===== config.mk =====
export PLATFORM = sky130hd
export DESIGN_NAME = sram_bist
export DESIGN_NICKNAME = d
export VERILOG_FILES = /design/src/rtl/bist_pkg.sv /design/src/rtl/bist_march_seq.sv /design/src/rtl/bist_fail_table.sv /design/src/rtl/sram_bist.sv
export SDC_FILE = /design/constraint.sdc
export NUM_CORES = 1
export LEC_CHECK = 0
export ABC_AREA = 1
export BUFFER_PORTS_ARGS = -buffer_cell sky130_fd_sc_hd__buf_2
export CORE_MARGIN = 10
export CORE_UTILIZATION = 54
export DETAILED_ROUTE_END_ITERATION = 8
export PLACE_DENSITY = 0.9
export SLEW_MARGIN = 20
export SYNTH_ARGS = -nofsm -noshare
export SYNTH_HDL_FRONTEND = slang
export SYNTH_SLANG_ARGS = --single-unit

===== constraint.sdc =====
create_clock -name clk -period 3.6 [get_ports clk]
set_input_delay 0.18 -clock clk [delete_from_list [all_inputs] [get_ports clk]]
set_output_delay 0.18 -clock clk [all_outputs]
set_load 0.02 [all_outputs]

===== src/rtl/bist_pkg.sv =====
package bist_pkg;

  typedef enum logic [2:0] {
    M_W0      = 3'd0,
    M_R0W1_UP = 3'd1,
    M_R1W0_UP = 3'd2,
    M_R0W1_DN = 3'd3,
    M_R1W0_DN = 3'd4,
    M_R0      = 3'd5
  } march_e;

  typedef enum logic [1:0] {
    BIN_GOOD   = 2'd0,
    BIN_REPAIR = 2'd1,
    BIN_DEAD   = 2'd2
  } bin_e;

  typedef enum logic [1:0] {
    C_IDLE = 2'd0,
    C_RUN  = 2'd1,
    C_FIN  = 2'd2
  } ctrl_e;

endpackage


===== src/rtl/bist_march_seq.sv =====
module bist_march_seq
  import bist_pkg::*;
#(
  parameter int ADDR_W = 6,
  parameter int DATA_W = 8
) (
  input  logic              clk,
  input  logic              rst,
  input  logic              go,
  input  logic              abort,
  output logic              seq_end,
  output logic [ADDR_W-1:0] addr,
  output logic              we,
  output logic [DATA_W-1:0] wdata,
  output logic              cmp_valid,
  output logic [ADDR_W-1:0] cmp_addr,
  output logic [DATA_W-1:0] cmp_exp
);

  march_e            elem_q;
  logic [ADDR_W-1:0] idx_q;
  logic              ph_q;
  logic              run_q;
  logic              rw_elem, desc, rd_one, wr_one, is_rd, elem_last;

  always_comb begin
    rw_elem   = elem_q inside {M_R0W1_UP, M_R1W0_UP, M_R0W1_DN, M_R1W0_DN};
    desc      = elem_q inside {M_R0W1_DN, M_R1W0_DN};
    rd_one    = elem_q inside {M_R1W0_UP, M_R1W0_DN};
    wr_one    = elem_q inside {M_R0W1_UP, M_R0W1_DN};
    addr      = desc ? ~idx_q : idx_q;
    we        = run_q && (elem_q == M_W0 || (rw_elem && ph_q));
    wdata     = wr_one ? '1 : '0;
    is_rd     = run_q && !we;
    elem_last = (&idx_q) && (!rw_elem || ph_q);
  end

  always_ff @(posedge clk) begin
    if (rst) begin
      run_q     <= 1'b0;
      elem_q    <= M_W0;
      idx_q     <= '0;
      ph_q      <= 1'b0;
      seq_end   <= 1'b0;
      cmp_valid <= 1'b0;
      cmp_addr  <= '0;
      cmp_exp   <= '0;
    end else begin
      seq_end   <= 1'b0;
      cmp_valid <= is_rd;
      cmp_addr  <= addr;
      cmp_exp   <= rd_one ? '1 : '0;
      if (go) begin
        run_q  <= 1'b1;
        elem_q <= M_W0;
        idx_q  <= '0;
        ph_q   <= 1'b0;
      end else if (run_q) begin
        if (abort) begin
          run_q <= 1'b0;
        end else if (elem_last) begin
          idx_q <= '0;
          ph_q  <= 1'b0;
          if (elem_q == M_R0) begin
            run_q   <= 1'b0;
            seq_end <= 1'b1;
          end else begin
            elem_q <= march_e'(elem_q + 3'd1);
          end
        end else if (rw_elem && !ph_q) begin
          ph_q <= 1'b1;
        end else begin
          ph_q  <= 1'b0;
          idx_q <= idx_q + 1'b1;
        end
      end
    end
  end


  rd_then_wr_chk: assert property (@(posedge clk) disable iff (rst)
    (run_q && !we && rw_elem && !abort) |=> (we && $stable(addr)));

endmodule


===== src/rtl/bist_fail_table.sv =====
module bist_fail_table #(
  parameter int ROW_W  = 4,
  parameter int SPARES = 2
) (
  input  logic                    clk,
  input  logic                    rst,
  input  logic                    clr,
  input  logic                    fail_in,
  input  logic [ROW_W-1:0]        fail_row,
  output logic [SPARES-1:0]       vld,
  output logic [SPARES*ROW_W-1:0] rows,
  output logic                    ovf
);

  logic              hit, found;
  logic [SPARES-1:0] pick;

  always_comb begin
    hit   = 1'b0;
    found = 1'b0;
    pick  = '0;
    for (int i = 0; i < SPARES; i++) begin
      if (vld[i] && rows[i*ROW_W +: ROW_W] == fail_row) hit = 1'b1;
      if (!vld[i] && !found) begin
        found   = 1'b1;
        pick[i] = 1'b1;
      end
    end
  end

  always_ff @(posedge clk) begin
    if (rst || clr) begin
      vld  <= '0;
      rows <= '0;
      ovf  <= 1'b0;
    end else if (fail_in && !hit) begin
      if (!found) ovf <= 1'b1;
      for (int i = 0; i < SPARES; i++) begin
        if (pick[i]) begin
          vld[i]                  <= 1'b1;
          rows[i*ROW_W +: ROW_W]  <= fail_row;
        end
      end
    end
  end

  logic dup;
  always_comb begin
    dup = 1'b0;
    for (int i = 0; i < SPARES; i++)
      for (int j = i + 1; j < SPARES; j++)
        if (vld[i] && vld[j] && rows[i*ROW_W +: ROW_W] == rows[j*ROW_W +: ROW_W]) dup = 1'b1;
  end


  no_dup_row_chk: assert property (@(posedge clk) disable iff (rst) !dup);


  full_before_ovf_chk: assert property (@(posedge clk) disable iff (rst)
    $rose(ovf) |-> (&vld));

endmodule


===== src/rtl/sram_bist.sv =====
module sram_bist
  import bist_pkg::*;
#(
  parameter int ADDR_W = 6,
  parameter int DATA_W = 8,
  parameter int COL_W  = 2,
  parameter int SPARES = 2,
  localparam int ROW_W = ADDR_W - COL_W
) (
  input  logic                    clk,
  input  logic                    rst,
  input  logic                    start,
  output logic                    busy,
  output logic                    done,
  output logic [ADDR_W-1:0]       mem_addr,
  output logic                    mem_we,
  output logic [DATA_W-1:0]       mem_wdata,
  input  logic [DATA_W-1:0]       mem_rdata,
  output logic                    fail_valid,
  output logic [ADDR_W-1:0]       fail_addr,
  output logic [1:0]              bin,
  output logic [SPARES-1:0]       repair_vld,
  output logic [SPARES*ROW_W-1:0] repair_rows
);

  ctrl_e                   state_q;
  logic                    go, abort, seq_end, mismatch, ovf;
  logic                    cmp_valid;
  logic [ADDR_W-1:0]       cmp_addr;
  logic [DATA_W-1:0]       cmp_exp;
  logic [SPARES-1:0]       tbl_vld;
  logic [SPARES*ROW_W-1:0] tbl_rows;

  assign go       = start && state_q == C_IDLE;
  assign abort    = state_q == C_RUN && ovf;
  assign mismatch = busy && cmp_valid && (mem_rdata != cmp_exp);

  bist_march_seq #(.ADDR_W(ADDR_W), .DATA_W(DATA_W)) u_seq (
    .clk(clk), .rst(rst), .go(go), .abort(abort), .seq_end(seq_end),
    .addr(mem_addr), .we(mem_we), .wdata(mem_wdata),
    .cmp_valid(cmp_valid), .cmp_addr(cmp_addr), .cmp_exp(cmp_exp)
  );

  bist_fail_table #(.ROW_W(ROW_W), .SPARES(SPARES)) u_tbl (
    .clk(clk), .rst(rst), .clr(go), .fail_in(mismatch),
    .fail_row(cmp_addr[ADDR_W-1:COL_W]),
    .vld(tbl_vld), .rows(tbl_rows), .ovf(ovf)
  );

  always_ff @(posedge clk) begin
    if (rst) begin
      state_q     <= C_IDLE;
      busy        <= 1'b0;
      done        <= 1'b0;
      fail_valid  <= 1'b0;
      fail_addr   <= '0;
      bin         <= BIN_GOOD;
      repair_vld  <= '0;
      repair_rows <= '0;
    end else begin
      done       <= 1'b0;
      fail_valid <= mismatch;
      fail_addr  <= cmp_addr;
      unique case (state_q)
        C_IDLE: if (go) begin
          state_q     <= C_RUN;
          busy        <= 1'b1;
          bin         <= BIN_GOOD;
          repair_vld  <= '0;
          repair_rows <= '0;
        end
        C_RUN: if (ovf || seq_end) state_q <= C_FIN;
        C_FIN: begin
          state_q     <= C_IDLE;
          busy        <= 1'b0;
          done        <= 1'b1;
          bin         <= ovf ? BIN_DEAD : (|tbl_vld ? BIN_REPAIR : BIN_GOOD);
          repair_vld  <= tbl_vld;
          repair_rows <= tbl_rows;
        end
        default: state_q <= C_IDLE;
      endcase
    end
  end


  done_pulse_chk: assert property (@(posedge clk) disable iff (rst) done |=> !done);


  result_hold_chk: assert property (@(posedge clk) disable iff (rst)
    (!busy && !$past(busy) && !$past(start)) |-> ($stable(bin) && $stable(repair_vld)));


  good_no_repair_chk: assert property (@(posedge clk) disable iff (rst)
    (done && bin == BIN_GOOD) |-> (repair_vld == '0));


  we_only_busy_chk: assert property (@(posedge clk) disable iff (rst) mem_we |-> busy);

endmodule


==> flow_metrics.tcl <==
set metrics [dict create \
    status "finished clean" \
    syn2layout_area_growth_pct 13.33 \
    clock_latency_ns 0.30 \
    synth_xor_area_frac 0.03603 \
    setup_viol 0 \
    routed_wl_um 5199 \
    period_share 0.5416 \
    path_clk_slew_ns 0.09 \
    peakVddDrop_v 0.0002335 \
    die_area_sq_um 7586 \
    synth-compound-area-share 0.07154 \
    n_fill_cell 391 \
    period_needed_ns 1.950 \
    critPathBufInv 3 \
    core_area_sq_um 4354 \
    tightest_slew_ns 0.6918 \
    pin_count 47 \
    cts_root_buffer "clkbuf_8" \
    crit_chain "inv_1, ha_1, nand2_1, nand2_4, xnor2_1, inv_1, buf_2" \
    p_per_area_nw_per_um2 386.1 \
    clock_skew_ns 0.003732 \
    clock_path_buffers 2 \
    synthMuxAreaShare 0 \
    ys_types 27 \
    cts_resized 0 \
    worstSetupEndpointType "output port" \
    cpLargestDelayFamily "flip-flops" \
    row_count 24 \
    hpwl_um 4011 \
    synthCells 338 \
    whs_ns 0.2669 \
    die_x_um 87.10 \
    hold_viol 0 \
    cp_common_cell "inv_1" \
    grt_pass1_wl_um 8907 \
    drc 0 \
    syn_area_per_cell_sq_um 7.193 \
    crit_type "register to output port" \
    worst_slack_ns 1.650 \
    slew_headroom 0.5357 \
    antenna_found_initial 0 \
    power.internal_mw 0.8207 \
    drt_first_pass_iters 4 \
    start_kind "register" \
    gp_congestion 0.8534 \
    p_comb_frac 0.069 \
    io_buffers 46 \
    cts_sinks 54 \
    track_usage 0.1411 \
    drtIter0Drc 133 \
    final_core_util 0.6328 \
    num_antenna_cells 0 \
    yosys_register_bits 54 \
    grt_pass1_vias 2051 \
    fin_total_pwr_mw 1.064 \
    synthesis.area_sq_um 2431 \
    instances_no_fill 431 \
    cts_buffers 5 \
    tns_ns 0 \
    die_h_um 87.10 \
    arrival_ns 1.77 \
    max_freq_mhz 512.9 \
    final_cell_mix "70 x nand2_1, 57 x inv_1, 54 x dfxtp_1, 52 x nor2_1, 46 x buf_2" \
    power.leakage_nw 1.382 \
    yosys.area_share.simple 0.2908 \
    dpl.cell_count 423 \
    clkPwrFrac 0.357 \
    fin_area_sq_um 2755 \
    initial_core_util 0.5583 \
    synthesis.nets 355 \
    wl_per_cell_um 12.06 \
    cts_setup_buffers 0 \
    vias 2113 \
    yosysWarnings 0 \
    worstHoldPathType "input pin to register" \
    ant_nets 0 \
    viasPerCell 4.903 \
    dp_worst_setup_slack_ns 1.829 \
    slew_viol_final 0 \
    postCtsHoldBufs 0 \
    gr-total-overflow 0 \
    ys_seq_area_frac 0.4447 \
    layout.nets 395 \
    synth_top_family_by_area "simple AND/OR/NAND/NOR gates" \
    max_stage_delay_ns 0.39 \
    grt_max_degree 25 \
    cts_tree "yes" \
    swShare 0.2284 \
    slowest_stage "dfxtp_1" \
    cp_max_fo 8 \
    postPlaceCellArea_sq_um 2645 \
    maxCapViolCount 0 \
    htree_levels 2 \
    pwr-share-seq 0.574 \
    synthAdderAreaFrac 0.03088 \
    switching_power_mw 0.2430 \
    worstPathRequired_ns 3.42 \
    drive_above_1_share 0.1741 \
    grt_setup_unrepaired "no" \
    layout_commonest_cell "nand2_1" \
]
-- cells in the mapped netlist, drive strengths merged --
| library cell | count | area share |
|---|---|---|
| ha | 6 | 0.031 |
| clkinv | 1 | 0.0015 |
| buf | 9 | 0.027 |
| o22ai | 1 | 0.0026 |
| nand4 | 2 | 0.0051 |
| xor2 | 7 | 0.025 |
| nor3 | 6 | 0.012 |
| dfxtp | 54 | 0.44 |
| or2 | 1 | 0.0026 |
| a211oi | 1 | 0.0031 |
| a21oi | 13 | 0.027 |
| nand2 | 75 | 0.13 |
| inv | 59 | 0.091 |
| clkbuf | 4 | 0.0067 |
| nor2 | 54 | 0.090 |
| o21ai | 16 | 0.039 |
| xnor2 | 3 | 0.011 |
| nand3 | 25 | 0.051 |
| and3 | 1 | 0.0026 |
-- sequential cells by signal (all words and copies together) (netlist names) --
signal / count
bin: 2
fail_addr: 6
u_seq.cmp_addr: 6
repair_rows: 8
u_tbl.ovf: 1
u_tbl.vld: 2
state_q: 2
u_seq.idx_q: 6
u_seq.cmp_valid: 1
u_seq.cmp_exp: 1
done: 1
repair_vld: 2
u_seq.elem_q: 3
u_seq.run_q: 1
u_seq.ph_q: 1
u_tbl.rows: 8
u_seq.seq_end: 1
fail_valid: 1
busy: 1
-- power by group through the flow --
stage	sequential (mW)	combinational, mW	clock (mW)
2_1_floorplan	0.626	0.0501	0
3_3_place_gp	0.623	0.0712	0
3_5_place_dp	0.624	0.0738	0
4_1_cts	0.610	0.0739	0.384
5_1_grt	0.611	0.0843	0.407
6_report	0.610	0.0739	0.380
-- cell type report --
class / instances / area [sq um] / area share
repair buffers: 46 / 230.2 / 0.08356
multi-input cells: 211 / 1044 / 0.3787
well taps: 52 / 65.06 / 0.02361
flip-flops and latches: 54 / 1081 / 0.3924
clock buffers: 8 / 110.1 / 0.03996
inverters: 60 / 225.2 / 0.08174
-- tightest hold or removal path: stages --
cell,delay (ns)
buf_2,0.10
nand2_1,0.15
a21oi_1,0.09
-- logic make-up after synthesis --
kind of cell,Yosys count
xor+xnor,10
simple gates,164
flops,54
compound gates,31
buf+inv,73
fa+ha+maj,6
-- worst paths after layout --
kind | cells past startpoint | startpoint | slack (ns) | to
worst max-delay path | 7 | u_seq.elem_q[0] | 1.65 | mem_addr[1]
worst min-delay path | 3 | start | 0.27 | busy
worst max register to register | 10 | u_seq.elem_q[0] | 1.76 | u_seq.elem_q[2]
worst min register to register | 2 | u_seq.cmp_addr[1] | 0.41 | fail_addr[1]
-- routing by layer --
metal,track usage,wire length (um)
met4,0.04493,62
met3,0.04307,337
met1,0.1494,2062
met5,0,0
met2,0.2585,2737
No activity file was read; power rests on OpenSTA's default activity.
